File: config.mk
export PLATFORM = sky130hd
export DESIGN_NAME = ccd_vseq
export DESIGN_NICKNAME = d
export VERILOG_FILES = /design/src/rtl/ccd_vseq_pkg.sv /design/src/rtl/ccd_vseq_phase.sv /design/src/rtl/ccd_vseq_timer.sv /design/src/rtl/ccd_vseq_linecnt.sv /design/src/rtl/ccd_vseq.sv
export SDC_FILE = /design/constraint.sdc
export NUM_CORES = 1
export LEC_CHECK = 0
export ABC_AREA = 1
export BUFFER_PORTS_ARGS = -buffer_cell sky130_fd_sc_hd__clkbuf_2
export CORE_MARGIN = 5
export CORE_UTILIZATION = 23
export CTS_CLUSTER_SIZE = 25
export DETAILED_ROUTE_END_ITERATION = 8
export SYNTH_ARGS = -nofsm -noshare
export SYNTH_HDL_FRONTEND = slang
export SYNTH_SLANG_ARGS = --single-unit
File: constraint.sdc
create_clock -name clk -period 1.6 [get_ports clk]
set_input_delay 0.24 -clock clk [delete_from_list [all_inputs] [get_ports clk]]
set_output_delay 0.24 -clock clk [all_outputs]
set_load 0.05 [all_outputs]
File: src/rtl/ccd_vseq_pkg.sv
package ccd_vseq_pkg;

  typedef enum logic [2:0] {
    ST_IDLE  = 3'd0,
    ST_CRST  = 3'd1,
    ST_INTG  = 3'd2,
    ST_XFER  = 3'd3,
    ST_SHIFT = 3'd4,
    ST_READ  = 3'd5
  } vseq_st_t;

  localparam int unsigned SUBSTEPS = 8;
  localparam int unsigned N_PHASES = 4;
  localparam int unsigned PH_SPACING = 2;
  localparam int unsigned HIGH_STEPS = 5;

endpackage

File: src/rtl/ccd_vseq_phase.sv
module ccd_vseq_phase
  import ccd_vseq_pkg::*;
#(
  parameter int unsigned SUBSTEP_CYC = 4
) (
  input  logic                clk,
  input  logic                rst_n,
  input  logic                run,
  output logic [N_PHASES-1:0] phase,
  output logic                line_end
);

  localparam int unsigned CW = (SUBSTEP_CYC > 1) ? $clog2(SUBSTEP_CYC) : 1;
  localparam logic [CW-1:0] CYC_LAST = CW'(SUBSTEP_CYC - 1);

  logic [CW-1:0] cyc_q, cyc_d;
  logic [2:0]    sub_q, sub_d;
  logic          sub_wrap;

  assign sub_wrap = (cyc_q == CYC_LAST);

  always_comb begin
    if (!run) begin
      cyc_d = '0;
      sub_d = '0;
    end else if (sub_wrap) begin
      cyc_d = '0;
      sub_d = sub_q + 3'd1;
    end else begin
      cyc_d = cyc_q + CW'(1);
      sub_d = sub_q;
    end
  end

  always_ff @(posedge clk or negedge rst_n) begin
    if (!rst_n) begin
      cyc_q <= '0;
      sub_q <= '0;
    end else begin
      cyc_q <= cyc_d;
      sub_q <= sub_d;
    end
  end

  assign line_end = run && sub_wrap && (sub_q == 3'(SUBSTEPS - 1));

  for (genvar k = 0; k < N_PHASES; k++) begin : g_ph
    localparam logic [2:0] OFS = 3'(PH_SPACING * k);
    logic [2:0] rel;
    assign rel      = sub_q - OFS;
    assign phase[k] = (rel <= 3'(HIGH_STEPS - 1));
  end

endmodule

File: src/rtl/ccd_vseq_timer.sv
module ccd_vseq_timer #(
  parameter int unsigned TMR_W = 16
) (
  input  logic             clk,
  input  logic             rst_n,
  input  logic             load,
  input  logic [TMR_W-1:0] load_val,
  output logic             last
);

  logic [TMR_W-1:0] cnt_q, cnt_d;

  always_comb begin
    if (load)
      cnt_d = load_val;
    else if (cnt_q != '0)
      cnt_d = cnt_q - TMR_W'(1);
    else
      cnt_d = cnt_q;
  end

  always_ff @(posedge clk or negedge rst_n) begin
    if (!rst_n) cnt_q <= '0;
    else        cnt_q <= cnt_d;
  end

  assign last = (cnt_q <= TMR_W'(1));

endmodule

File: src/rtl/ccd_vseq_linecnt.sv
module ccd_vseq_linecnt #(
  parameter int unsigned N_LINES = 1030
) (
  input  logic                       clk,
  input  logic                       rst_n,
  input  logic                       inc,
  output logic [$clog2(N_LINES)-1:0] idx,
  output logic                       last
);

  localparam int unsigned LW = $clog2(N_LINES);
  localparam logic [LW-1:0] IDX_LAST = LW'(N_LINES - 1);

  logic [LW-1:0] idx_q, idx_d;

  assign last = (idx_q == IDX_LAST);

  always_comb begin
    idx_d = idx_q;
    if (inc) idx_d = last ? '0 : idx_q + LW'(1);
  end

  always_ff @(posedge clk or negedge rst_n) begin
    if (!rst_n) idx_q <= '0;
    else        idx_q <= idx_d;
  end

  assign idx = idx_q;

endmodule

File: src/rtl/ccd_vseq.sv
module ccd_vseq
  import ccd_vseq_pkg::*;
#(
  parameter int unsigned N_LINES     = 1030,
  parameter int unsigned SUBSTEP_CYC = 4,
  parameter int unsigned TMR_W       = 16
) (
  input  logic             clk,
  input  logic             rst_n,
  input  logic             frame_start,
  input  logic             line_done,
  input  logic [TMR_W-1:0] cr_cycles,
  input  logic [TMR_W-1:0] int_cycles,
  output logic [3:0]       img_ph,
  output logic [3:0]       sto_ph,
  output logic             xfer_boost,
  output logic             chg_rst,
  output logic             frame_mark,
  output logic             clamp,
  output logic             hrun
);

  localparam int unsigned LW = $clog2(N_LINES);

  vseq_st_t st_q, st_d;

  logic             run;
  logic             line_end;
  logic [3:0]       phase;
  logic             tmr_load;
  logic [TMR_W-1:0] tmr_val;
  logic             tmr_last;
  logic             ln_inc;
  logic             ln_last;
  logic [LW-1:0]    ln_idx;
  logic             clamp_q, clamp_d;

  ccd_vseq_phase #(.SUBSTEP_CYC(SUBSTEP_CYC)) u_phase (
    .clk      (clk),
    .rst_n    (rst_n),
    .run      (run),
    .phase    (phase),
    .line_end (line_end)
  );

  ccd_vseq_timer #(.TMR_W(TMR_W)) u_timer (
    .clk      (clk),
    .rst_n    (rst_n),
    .load     (tmr_load),
    .load_val (tmr_val),
    .last     (tmr_last)
  );

  ccd_vseq_linecnt #(.N_LINES(N_LINES)) u_lines (
    .clk   (clk),
    .rst_n (rst_n),
    .inc   (ln_inc),
    .idx   (ln_idx),
    .last  (ln_last)
  );

  always_comb begin
    st_d = st_q;
    unique case (st_q)
      ST_IDLE:  if (frame_start)          st_d = ST_CRST;
      ST_CRST:  if (tmr_last)             st_d = ST_INTG;
      ST_INTG:  if (tmr_last)             st_d = ST_XFER;
      ST_XFER:  if (line_end && ln_last)  st_d = ST_SHIFT;
      ST_SHIFT: if (line_end)             st_d = ST_READ;
      ST_READ:  if (line_done)            st_d = ln_last ? ST_IDLE : ST_SHIFT;
      default:                            st_d = ST_IDLE;
    endcase
  end

  always_ff @(posedge clk or negedge rst_n) begin
    if (!rst_n) st_q <= ST_IDLE;
    else        st_q <= st_d;
  end

  always_comb begin
    tmr_load = 1'b0;
    tmr_val  = cr_cycles;
    if (st_q == ST_IDLE && frame_start) begin
      tmr_load = 1'b1;
      tmr_val  = cr_cycles;
    end else if (st_q == ST_CRST && tmr_last) begin
      tmr_load = 1'b1;
      tmr_val  = int_cycles;
    end
  end

  assign run    = (st_q == ST_XFER) || (st_q == ST_SHIFT);
  assign ln_inc = ((st_q == ST_XFER) && line_end) ||
                  ((st_q == ST_READ) && line_done);

  assign clamp_d = (st_q == ST_SHIFT) && line_end;

  always_ff @(posedge clk or negedge rst_n) begin
    if (!rst_n) clamp_q <= 1'b0;
    else        clamp_q <= clamp_d;
  end

  assign img_ph     = (st_q == ST_XFER) ? phase : 4'b0000;
  assign sto_ph     = run ? phase : 4'b0000;
  assign xfer_boost = (st_q == ST_XFER);
  assign chg_rst    = (st_q == ST_CRST);
  assign hrun       = (st_q == ST_READ);
  assign clamp      = clamp_q;
  assign frame_mark = ((st_q == ST_SHIFT) || (st_q == ST_READ)) && (ln_idx == '0);

endmodule

## After elaboration in Yosys (flattened, before gate mapping)

Cells that the tools add are included.

| storage, ports and cells | value |
|---|---|
| register bits after elaboration | 36 |
| input bits | 36 |
| output and inout port bits | 13 |
| logic and storage cells | 71 |

| operators by class | value |
|---|---|
| add/subtract/negate cells | 7 |
| $lt $le $gt $ge | 5 |
| eq/ne operators | 15 |
| mux-type cells | 21 |
| reduce and logical (&&, ||, !) cells | 17 |

Operators by type and width:

| operator | number |
|---|---|
| 16-bit two-way mux | 4 |
| 3-bit two-way mux | 9 |
| 3-bit case mux with 6 select lines | 1 |
| 16-bit by 1-bit <= comparator with 1-bit output, second input constant | 1 |
| 16-bit nonzero test | 1 |
| 16-bit by 1-bit subtractor with 16-bit output, second input constant | 1 |
| 3-bit <= comparator, second input constant | 4 |
| 11-bit by 1-bit adder with 11-bit output, second input constant | 1 |
| 11-bit == test, second input constant | 1 |
| 11-bit zero test | 1 |
| 11-bit two-way mux | 1 |
| 3-bit == test, second input constant | 3 |
| 1-bit logical AND | 9 |
| 4-bit two-way mux | 2 |
| 2-bit != test, second input constant | 4 |
| 3-bit by 2-bit == test with 1-bit output, second input constant | 2 |
| 2-bit by 1-bit != test with 1-bit output, second input constant | 3 |
| 6-bit AND reduction | 1 |
| 3-bit subtractor, second input constant | 2 |
| 2-bit two-way mux | 2 |
| 3-bit by 1-bit adder with 3-bit output, second input constant | 1 |
| 3-bit by 1-bit == test with 1-bit output, second input constant | 1 |
| 3-bit zero test | 1 |
| 1-bit logical OR | 3 |
| other kinds (5) | 6 |

## Longest topological paths before layout

Gate-level depths: netlist of the first run.

| depth | value |
|---|---|
| depth after elaboration | 7 |
| gate-level depth with buffers | 11 |
| depth with buffers taken out | 11 |

## Modules after synthesis

Synthesis of the first run repeated with hierarchy kept, for this count alone.

| unflattened totals | value |
|---|---|
| cells, all modules | 438 |
| area total of the unflattened synthesis | 2939.1 um^2 |

Modules (own cells, without submodules):

| module | instances | cells an instance | area each (um^2) | seq. area each (um^2) |
|---|---|---|---|---|
| ccd_vseq_timer | 1 | 192 | 1231.2 | 400.4 |
| ccd_vseq | 1 | 132 | 730.7 | 100.1 |
| ccd_vseq_linecnt | 1 | 74 | 636.9 | 275.3 |
| ccd_vseq_phase | 1 | 40 | 340.3 | 125.1 |

## Least setup slack after synthesis of the first run

No wires, ideal clock.

| timing | value |
|---|---|
| path type | register to output |
| start | reg st_q[1] |
| end | out sto_ph[3] |
| arrival | 2.129 ns |
| data required time | 1.360 ns |
| setup slack | -0.769 ns |
| cell stages (with the launch flop) | 7 |
| path buffers | 0 |
| cells stage by stage | dfrtp_1 inv_2 nor3_4 inv_2 nand2_2 inv_2 a21oi_1 |

| between the ends | value |
|---|---|
| word-level cells in the longest chain between the ends | 3 |
| elaborated cells on any way between the ends | 4 |
| those cells by class | 2 x eq/ne; 1 x mux; 1 x reduce/logical |

Ends and longest elaborated chain:

| what | line | text |
|---|---|---|
| start: declaration | ccd_vseq.sv:25 | `vseq_st_t st_q, st_d;` |
| start signal: assignment | ccd_vseq.sv:77 | `else st_q <= st_d;` |
| 3-bit by 2-bit == test with 1-bit output | - |  |
| net xfer_boost | ccd_vseq.sv:16 | `output logic xfer_boost,` |
| 1-bit logical OR | ccd_vseq.sv:92 | `assign run = (st_q == ST_XFER) \|\| (st_q == ST_SHIFT);` |
| 4-bit two-way mux | ccd_vseq.sv:104 | `assign sto_ph = run ? phase : 4'b0000;` |
| end: declaration | ccd_vseq.sv:15 | `output logic [3:0] sto_ph,` |

The timed path passes the listed nets, and every way through them passes these cells.

## Worst setup path in the final report of the first run

| timing | value |
|---|---|
| start | reg st_q[0] |
| end | out sto_ph[3] |

| between the ends | value |
|---|---|
| word-level cells in the longest chain between the ends | 3 |
| elaborated cells on any way between the ends | 4 |
| those cells by class | 2 x eq/ne; 1 x mux; 1 x reduce/logical |

Ends and longest elaborated chain:

| what | line |
|---|---|
| 3-bit by 2-bit == test with 1-bit output / 3-bit == test (equally long branches) | ccd_vseq.sv:92 |
| 1-bit logical OR (*) | ccd_vseq.sv:92 |
| 4-bit two-way mux (*) | ccd_vseq.sv:104 |

Mark *: on every way between the ends. The rest lies on a longest branch, timed or not.

==> flow_metrics.tcl, run 1 <==
set metrics [dict create \
    worstReg2RegStart "u_timer.cnt_q[11]$_DFFE_PN0P_" \
    port_buffers 48 \
    hpwl_microns 6230 \
    busiest_layer "met2" \
    drt_iter0_markers 133 \
    path_cells "inv_4, nor3_4, inv_2, nand2_8, inv_4, a21oi_4, buf_12" \
    required_ps 1360 \
    fin_nets 593 \
    slowest_delay_ps 420 \
    slew_viol_final 0 \
    r2r_cells 10 \
    syn_to_final_growth_pct 82.1 \
    overflow 0 \
    crit_path_start_kind "register" \
    fp.coreArea_sq_um 11500 \
    root_buffer "clkbuf_16" \
    use_met3 0.0296 \
    place_congestion 0.891 \
    synth_area_per_cell_sq_um 6.86 \
    syn_inst 393 \
    grt_pass1_wl_microns 14400 \
    critical_path_class "reg -> out" \
    clock_latency_ps 290 \
    rsz0062_at_grt "yes" \
    post-route-min-period_ps 1810 \
    critPathArrivalTime_ps 1570 \
    vias 3062 \
    crit_path_top_delay_cell "dfrtp_2" \
    reg2reg_to "u_timer.cnt_q[8]$_DFFE_PN0P_" \
    slew_headroom 0.637 \
    period_share 1.13 \
    ios 49 \
    whs_ps 184 \
    grt_pass1_vias 3148 \
    crit_fanout 5 \
    setup-tns-final_ps -2570 \
    ant_nets 0 \
    tightest_slew_ps 544 \
    holdPathStages 3 \
    synth_nets 441 \
    nFillCells 1082 \
    status "finished, violations left" \
    grtUsageTotal 0.125 \
    routedWlPerCell_microns 13.6 \
    postLayoutCellArea_sq_um 4910 \
    wirelength_microns 9340 \
    use_met1 0.146 \
    peakVddDrop_v 0.000913 \
    path_common_cell "inv_4" \
    reg2reg_slack_ps -100 \
    setup-violations-final 29 \
    register_area_sq_um 905 \
    vias_per_cell 4.44 \
    placed_area_sq_um 3720 \
    drc 0 \
    hold_path_end "u_timer.cnt_q[5]$_DFFE_PN0P_" \
    initial_core_util 0.235 \
    use_met2 0.229 \
    hp-class "in -> reg" \
    diodes 0 \
    synth-seq-area-share 0.334 \
    drt_pass1_iterations 4 \
    cts_max_level 2 \
    cap_viol_max_count 0 \
    clk_pin_slew_ps 60 \
    clock-skew-final_ps 7.00 \
    fmax_mhz 553 \
    yosys.cell_types.count 32 \
    worst_slack_ps -207 \
    endpoint_kind "primary output" \
    leakage_nw 2.38 \
    drive_gt1_frac 0.526 \
    grt_max_degree 20 \
    die_height_microns 118 \
    die_area_sq_um 14000 \
    numCtsBuffers 5 \
    violations "negative setup slack" \
    yosys_warnings 0 \
    synth_seq_cells 36 \
    multi_input_area_sq_um 2090 \
    cts_buffer_depth 2 \
    netlist_area_sq_um 2700 \
    finalHoldViolCount 0 \
    pre_cts_slack_ps -148 \
    pwr_density_cell_nw_per_um2 1620 \
    die_x_microns 118 \
    row_count 39 \
    antenna_found_initial 0 \
    min_from "cr_cycles[5]" \
    cts_tree "built" \
    cts_sinks 36 \
]
[sequential cells by signal (all words and copies together), names as in the netlist]
signal,flops
u_phase.cyc_q,2
u_timer.cnt_q,16
clamp,1
st_q,3
u_lines.idx,11
u_phase.sub_q,3
[cells in the mapped netlist]
library cell,instances,share of area
a21o_1,1,0.0028
a21oi_1,13,0.024
a31oi_1,1,0.0023
buf_2,3,0.0056
buf_6,2,0.0084
dfrtp_1,36,0.33
ha_1,12,0.056
inv_1,55,0.077
inv_2,5,0.0070
nand2_1,117,0.16
nand2_2,2,0.0046
nand2_4,1,0.0042
nand3_1,25,0.046
nand3_2,2,0.0074
nand3b_1,1,0.0028
nand4_1,13,0.030
nand4_4,2,0.016
nor2_1,53,0.074
nor2_2,4,0.0093
nor2_4,2,0.0084
nor3_1,10,0.019
nor3_2,2,0.0074
nor3_4,2,0.012
o211ai_2,1,0.0046
o21ai_0,9,0.017
o21ai_1,3,0.0056
o21bai_1,1,0.0028
o22ai_1,1,0.0023
or2_2,1,0.0023
xnor2_1,2,0.0065
xnor2_2,1,0.0060
xor2_1,10,0.032
[kinds of logic (layout without fill, tap and decap cells)]
group / Yosys count / after routing / synth area share
flops: 36 / 36 / 0.334
buf+inv: 65 / 217 / 0.0975
simple gates: 237 / 238 / 0.406
xor+xnor: 13 / 13 / 0.0450
compound gates: 30 / 30 / 0.0613
fa+ha+maj: 12 / 12 / 0.0557
[repair_timing]
action | in CTS | in global routing
gates cloned | 0 | 1
hold buffers | 1 | 0
buffers inserted | 18 | 19
endpoints found under the hold margin | 17 | 0
setup endpoints to repair | 30 | 43
pin swaps | 23 | 48
gates resized for setup | 90 | 105
[metal layers]
layer | share of wire | vias to the layer above
met5 | 0 | -
met4 | 0.018 | 0
met3 | 0.037 | 17
met2 | 0.53 | 50
met1 | 0.41 | 1448
li1 | - | 1547
[critical path, delay by kind of cell (launching register included)]
kind            cells  cell delay, ps
flops               1             420
buf+inv             4             380
simple gates        2             360
compound gates      1             130
[how the worst max path moves through the flow]
| stage | startpoint | to | cells past startpoint | slack [ps] |
|---|---|---|---|---|
| floorplan | st_q[2]$_DFFE_PN0P_ | sto_ph[3] | 5 | -300 |
| detailed placement | u_timer.cnt_q[1]$_DFFE_PN0P_ | u_timer.cnt_q[0]$_DFFE_PN0P_ | 10 | -150 |
| CTS | st_q[1]$_DFFE_PN0P_ | frame_mark | 6 | -180 |
| global placement | u_timer.cnt_q[1]$_DFFE_PN0P_ | u_timer.cnt_q[0]$_DFFE_PN0P_ | 10 | -180 |
| finish | st_q[0]$_DFFE_PN0P_ | sto_ph[3] | 7 | -210 |
| global route | u_phase.sub_q[2]$_DFFE_PN0P_ | img_ph[1] | 6 | -250 |
[metrics by stage]
stage | utilization | instances | power [mW]
2_1_floorplan | - | 393 | 3.65
3_3_place_gp | 0.325 | 645 | 5.09
3_5_place_dp | 0.325 | 645 | 5.15
4_1_cts | 0.381 | 671 | 6.91
5_1_grt | 0.428 | 689 | 8.52
6_report | 0.428 | 689 | 7.96
[power breakdown]
part | switching [mW] | internal (mW) | total, mW
registers | 0.280 | 1.23 | 1.51
clock network | 0.397 | 0.621 | 1.02
logic | 2.85 | 2.59 | 5.44
total | 3.53 | 4.43 | 7.96
[cells in the final DEF, fill, tap and decap left out, types with 2 or more instances in the layout]
cell type / count
ha_1: 5
buf_4: 72
nand2_1: 86
nor3_1: 6
o21ai_1: 10
xnor2_1: 2
inv_2: 12
a21oi_1: 4
buf_12: 4
clkinvlp_4: 8
a21oi_2: 7
nand2_2: 18
dfrtp_2: 3
xor2_1: 10
nor2_1: 37
nor2_2: 11
nand3_2: 12
clkbuf_16: 10
clkbuf_2: 36
nand2_4: 13
nor2_4: 11
a21oi_4: 2
dfrtp_1: 33
nand3_1: 13
inv_1: 34
nand2_8: 3
ha_4: 7
buf_8: 7
inv_4: 5
buf_6: 24
nand4_1: 13
nand3_4: 3
nand4_4: 2
nor3_4: 4
nor3_2: 4
[final cells by class]
cell class,count,share of cell area
clock buffer,7,0.0291
inverter,60,0.0563
multi-input combinational,293,0.425
timing repair buffer,149,0.267
clock inverter,1,0.00153
sequential,36,0.184
tap,143,0.0365
Power figures use the tool's default switching activity.
==> inputs of run 2 (changes only) <==
==> constraint.sdc (replaced) <==
create_clock -name clk -period 1.55 [get_ports clk]
set_input_delay 0.2325 -clock clk [delete_from_list [all_inputs] [get_ports clk]]
set_output_delay 0.2325 -clock clk [all_outputs]
set_load 0.05 [all_outputs]
==> flow_metrics.tcl, run 2 (synthesis gave the netlist of run 1 again) <==
set metrics [dict create \
    status "finished, violations left" \
    violations "negative setup slack" \
    period_share 1.18 \
    syn_to_final_growth_pct 73.9 \
    ios 49 \
    worst_slack_ps -274 \
    setup-violations-final 46 \
    fp.coreArea_sq_um 11500 \
    die_height_microns 118 \
    slowest_delay_ps 410 \
    cap_viol_max_count 0 \
    grt_pass1_wl_microns 14400 \
    die_x_microns 118 \
    peakVddDrop_v 0.000879 \
    setup-tns-final_ps -6550 \
    antenna_found_initial 0 \
    clk_pin_slew_ps 60 \
    diodes 0 \
    drt_iter0_markers 127 \
    place_congestion 0.816 \
    grtUsageTotal 0.123 \
    drc 0 \
    final_common_cell "nand2_1" \
    grt_max_degree 20 \
    cts_max_level 2 \
    vias_per_cell 4.37 \
    overflow 0 \
    die_area_sq_um 14000 \
    multi_input_area_sq_um 1930 \
    finalPower_mw 7.57 \
    clock-skew-final_ps 6.64 \
    slew_viol_final 0 \
    crit_path_start_kind "register" \
    hpwl_microns 6260 \
    crit_fanout 5 \
    critPathArrivalTime_ps 1590 \
    ant_nets 0 \
    cts_sinks 36 \
    finalHoldViolCount 0 \
    register_area_sq_um 902 \
    path_cells "buf_6, inv_6, nor3_4, buf_4, nand2_2, clkinvlp_4, clkbuf_16" \
    numCtsBuffers 5 \
    crit_path_top_delay_cell "dfrtp_1" \
    fin_nets 587 \
    tightest_slew_ps 554 \
    vias 2988 \
    slew_headroom 0.631 \
    drive_gt1_frac 0.472 \
    drt_pass1_iterations 5 \
    pwr_density_cell_nw_per_um2 1620 \
    critical_path_class "reg -> out" \
    hp-class "in -> reg" \
    post-route-min-period_ps 1820 \
    largest_register "u_timer.cnt_q" \
    port_buffers 48 \
    grt_pass1_vias 3143 \
    root_buffer "clkbuf_16" \
    cts_buffer_depth 2 \
    final_cell_mix "98 x nand2_1, 75 x buf_4, 42 x nor2_1, 38 x inv_1, 36 x clkbuf_2" \
    endpoint_kind "primary output" \
    required_ps 1320 \
    rsz0062_at_grt "yes" \
    crit_buf_inv 5 \
    wirelength_microns 8700 \
    routedWlPerCell_microns 12.7 \
    crit_family "buffers and inverters" \
    row_count 39 \
    leakage_nw 2.32 \
    fmax_mhz 548 \
    nFillCells 1123 \
    clock_latency_ps 280 \
    largest_reg_flops 16 \
    cts_tree "built" \
    initial_core_util 0.235 \
]
[run 2: worst register-to-register path, delay by kind of cell, from the launching register on]
family	cells	cell delay, ps
flip-flops	1	410
AND/OR/NAND/NOR	6	740
buffers and inverters	4	500
[run 2: worst paths after layout]
kind,depth (start not counted),slack (ps),to,start
min in group asynchronous,2,470,st_q[1]$_DFFE_PN0P_,rst_n
worst min register to register,1,450,u_phase.cyc_q[0]$_DFF_PN0_,u_phase.cyc_q[0]$_DFF_PN0_
max in group asynchronous,3,570,u_lines.idx[8]$_DFFE_PN0P_,rst_n
worst max register to register,10,-210,u_lines.idx[2]$_DFFE_PN0P_,st_q[1]$_DFFE_PN0P_
worst min-delay path,3,160,u_timer.cnt_q[5]$_DFFE_PN0P_,cr_cycles[5]
worst max-delay path,7,-270,img_ph[1],st_q[1]$_DFFE_PN0P_
[run 2: final cells by class]
type                    count  area share
repair buffers            143       0.268
clock buffers               7      0.0304
well taps                 143      0.0382
clock inverters             1     0.00160
inverters                  60      0.0577
multi-input cells         293       0.411
flip-flops and latches     36       0.193
[run 2: where the power goes]
part	internal, mW	switching, mW
sequential	1.26	0.261
combinational	2.37	2.64
clock	0.641	0.404
total	4.27	3.30
[run 2: metrics by stage]
step	util	worst slack (ps)	cells	hold WS, ps	cell area (sq um)
after global placement	0.327	-158	650	241	3750
after CTS	0.389	-252	678	173	4460
after floorplan	-	-342	393	-63.1	2780
final	0.409	-274	683	164	4690
after global routing	0.409	-325	683	199	4690
after detailed placement	0.327	-184	650	246	3750
[run 2: timing repair]
item,CTS,global route
endpoints found under the hold margin,18,0
setup endpoints to repair,38,47
setup buffers,18,8
pin swaps,21,28
hold buffers,1,0
gates cloned,1,0
gates resized for setup,93,51
[run 2: layer usage]
layer / share of wire / vias to the layer above / global-route usage
li1: - / 1531 / -
met1: 0.43 / 1389 / 0.146
met2: 0.52 / 56 / 0.230
met3: 0.044 / 12 / 0.0272
met4: 0.011 / 0 / 0.0201
met5: 0 / - / 0
==> inputs of run 3 (changes only) <==
--- a/config.mk
+++ b/config.mk
@@ -7,7 +7,7 @@
 export LEC_CHECK = 0
 export ABC_AREA = 1
 export BUFFER_PORTS_ARGS = -buffer_cell sky130_fd_sc_hd__clkbuf_2
-export CORE_MARGIN = 5
+export CORE_MARGIN = 2
 export CORE_UTILIZATION = 23
 export CTS_CLUSTER_SIZE = 25
 export DETAILED_ROUTE_END_ITERATION = 8
==> constraint.sdc (replaced) <==
create_clock -name clk -period 1.7 [get_ports clk]
set_input_delay 0.255 -clock clk [delete_from_list [all_inputs] [get_ports clk]]
set_output_delay 0.255 -clock clk [all_outputs]
set_load 0.01 [all_outputs]
==> flow_metrics.tcl, run 3 (synthesis gave the netlist of run 1 again) <==
set metrics [dict create \
    status "finished, violations left" \
    violations "negative setup slack" \
    nFillCells 1278 \
    drt_pass1_iterations 4 \
    ios 49 \
    crit_fanout 4 \
    vias_per_cell 4.32 \
    required_ps 1440 \
    worst_slack_ps -44.2 \
    slew_headroom 0.683 \
    fp.coreArea_sq_um 11400 \
    die_x_microns 112 \
    switching_power_mw 2.26 \
    antenna_found_initial 0 \
    clock-skew-final_ps 4.84 \
    finalNonFillerCells 640 \
    numCtsBuffers 5 \
    wirelength_microns 7320 \
    pwr-share-seq 0.264 \
    grt_pass1_vias 2784 \
    die_height_microns 112 \
    cts_max_level 2 \
    tightest_slew_ps 476 \
    cts_sinks 36 \
    dp.cells 622 \
    critical_path_class "reg -> out" \
    p_clk_frac 0.169 \
    routedWlPerCell_microns 11.4 \
    finalHoldViolCount 0 \
    port_buffers 48 \
    largest_register "u_timer.cnt_q" \
    critPathArrivalTime_ps 1490 \
    clock_latency_ps 280 \
    drt_iter0_markers 94 \
    largest_reg_flops 16 \
    drive_gt1_frac 0.314 \
    slew_viol_final 0 \
    fin_nets 544 \
    fmax_mhz 573 \
    hpwl_microns 5710 \
    initial_core_util 0.236 \
    p_comb_frac 0.567 \
    vias 2765 \
    grtUsageTotal 0.120 \
    crit_path_start_kind "register" \
    root_buffer "clkbuf_16" \
    row_count 39 \
    grt_max_degree 37 \
    multi_input_area_sq_um 1620 \
    overflow 0 \
    grt_pass1_wl_microns 12500 \
    ant_nets 0 \
    hp-class "in -> async" \
    post-route-min-period_ps 1740 \
    cts_tree "built" \
    final_cell_mix "115 x nand2_1, 52 x inv_1, 48 x nor2_1, 48 x buf_4, 41 x clkbuf_2" \
    hold_buffers 0 \
    register_area_sq_um 903 \
    cts_buffer_depth 2 \
    diodes 0 \
    peakVddDrop_v 0.000554 \
    setup-violations-final 5 \
    endpoint_kind "primary output" \
    syn_to_final_growth_pct 39.0 \
    utilization 0.328 \
    die_area_sq_um 12600 \
    place_congestion 0.856 \
    period_share 1.03 \
    pwr_density_cell_nw_per_um2 1420 \
    p_int_mw 3.05 \
    clk_pin_slew_ps 60 \
    rsz0062_at_grt "yes" \
    switching_share 0.426 \
    final_common_cell "nand2_1" \
    leakage_nw 2.02 \
    cap_viol_max_count 0 \
    drc 0 \
]
[run 3: cell count changes in the layout (fill, tap and decap cells not counted), moves of 7 or more]
cell,change
inv_1,+14
buf_6,-10
nand2_4,-8
nand2_1,+17
clkinvlp_4,-7
nand3_1,+8
buf_4,-27
clkbuf_16,-7
nand2_2,-10
[run 3: power by group through the flow]
stage	registers, mW	logic (mW)	clock network (mW)
after floorplan	1.40	1.64	0
after global placement	1.39	2.67	0
after detailed placement	1.40	2.72	0
after CTS	1.40	2.84	0.918
after global routing	1.44	3.41	0.958
final	1.40	3.01	0.898
[run 3: critical path: stages, from the launching register on]
cell	delay [ps]
dfrtp_1	430
inv_2	90
nor3_4	230
inv_2	80
nand2_4	80
buf_6	100
nand2_1	40
inv_1	40
buf_2	120
[run 3: metrics by stage]
step	setup TNS, ps	worst slack, ps	power [mW]	instance area [sq um]	hold slack [ps]
2_1_floorplan	0	77.9	3.05	2700	-40.6
3_3_place_gp	0	18.4	4.06	3410	337
3_5_place_dp	0	0.243	4.11	3410	335
4_1_cts	-107	-28.8	5.16	3650	40.8
5_1_grt	-771	-106	5.81	3750	79.1
6_report	-157	-44.2	5.31	3750	17.4
[run 3: final cells by class]
| type | count | share of cell area |
|---|---|---|
| Clock buffer | 5 | 0.0334 |
| Clock inverter | 3 | 0.00501 |
| Inverter | 60 | 0.0608 |
| Multi-Input combinational cell | 292 | 0.433 |
| Sequential cell | 36 | 0.241 |
| Tap cell | 143 | 0.0477 |
| Timing Repair Buffer | 101 | 0.179 |
[run 3: metal layers]
metal | vias to the layer above | track usage | share of wire
li1 | 1445 | - | -
met1 | 1286 | 0.151 | 0.47
met2 | 25 | 0.206 | 0.48
met3 | 9 | 0.0275 | 0.034
met4 | 0 | 0.0358 | 0.016
met5 | - | 0 | 0
[run 3: timing repair]
item,in CTS,in global routing
gates resized for setup,11,31
setup endpoints to repair,13,33
buffers inserted,7,3
pin swaps,4,7
[run 3: path summary, 6_finish.rpt]
check                                                      to                        from  cells after the start  slack, ps
worst max-delay path                                sto_ph[2]         st_q[0]$_DFFE_PN0P_                      8        -40
worst min-delay path            u_timer.cnt_q[13]$_DFFE_PN0P_                       rst_n                      2         20
worst max register to register   u_timer.cnt_q[3]$_DFFE_PN0P_         st_q[0]$_DFFE_PN0P_                      9         80
worst min register to register     u_phase.cyc_q[0]$_DFF_PN0_  u_phase.cyc_q[0]$_DFF_PN0_                      1        430
max in group asynchronous                 st_q[1]$_DFFE_PN0P_                       rst_n                      2       1320
min in group clk                 u_timer.cnt_q[5]$_DFFE_PN0P_                cr_cycles[5]                      3        200
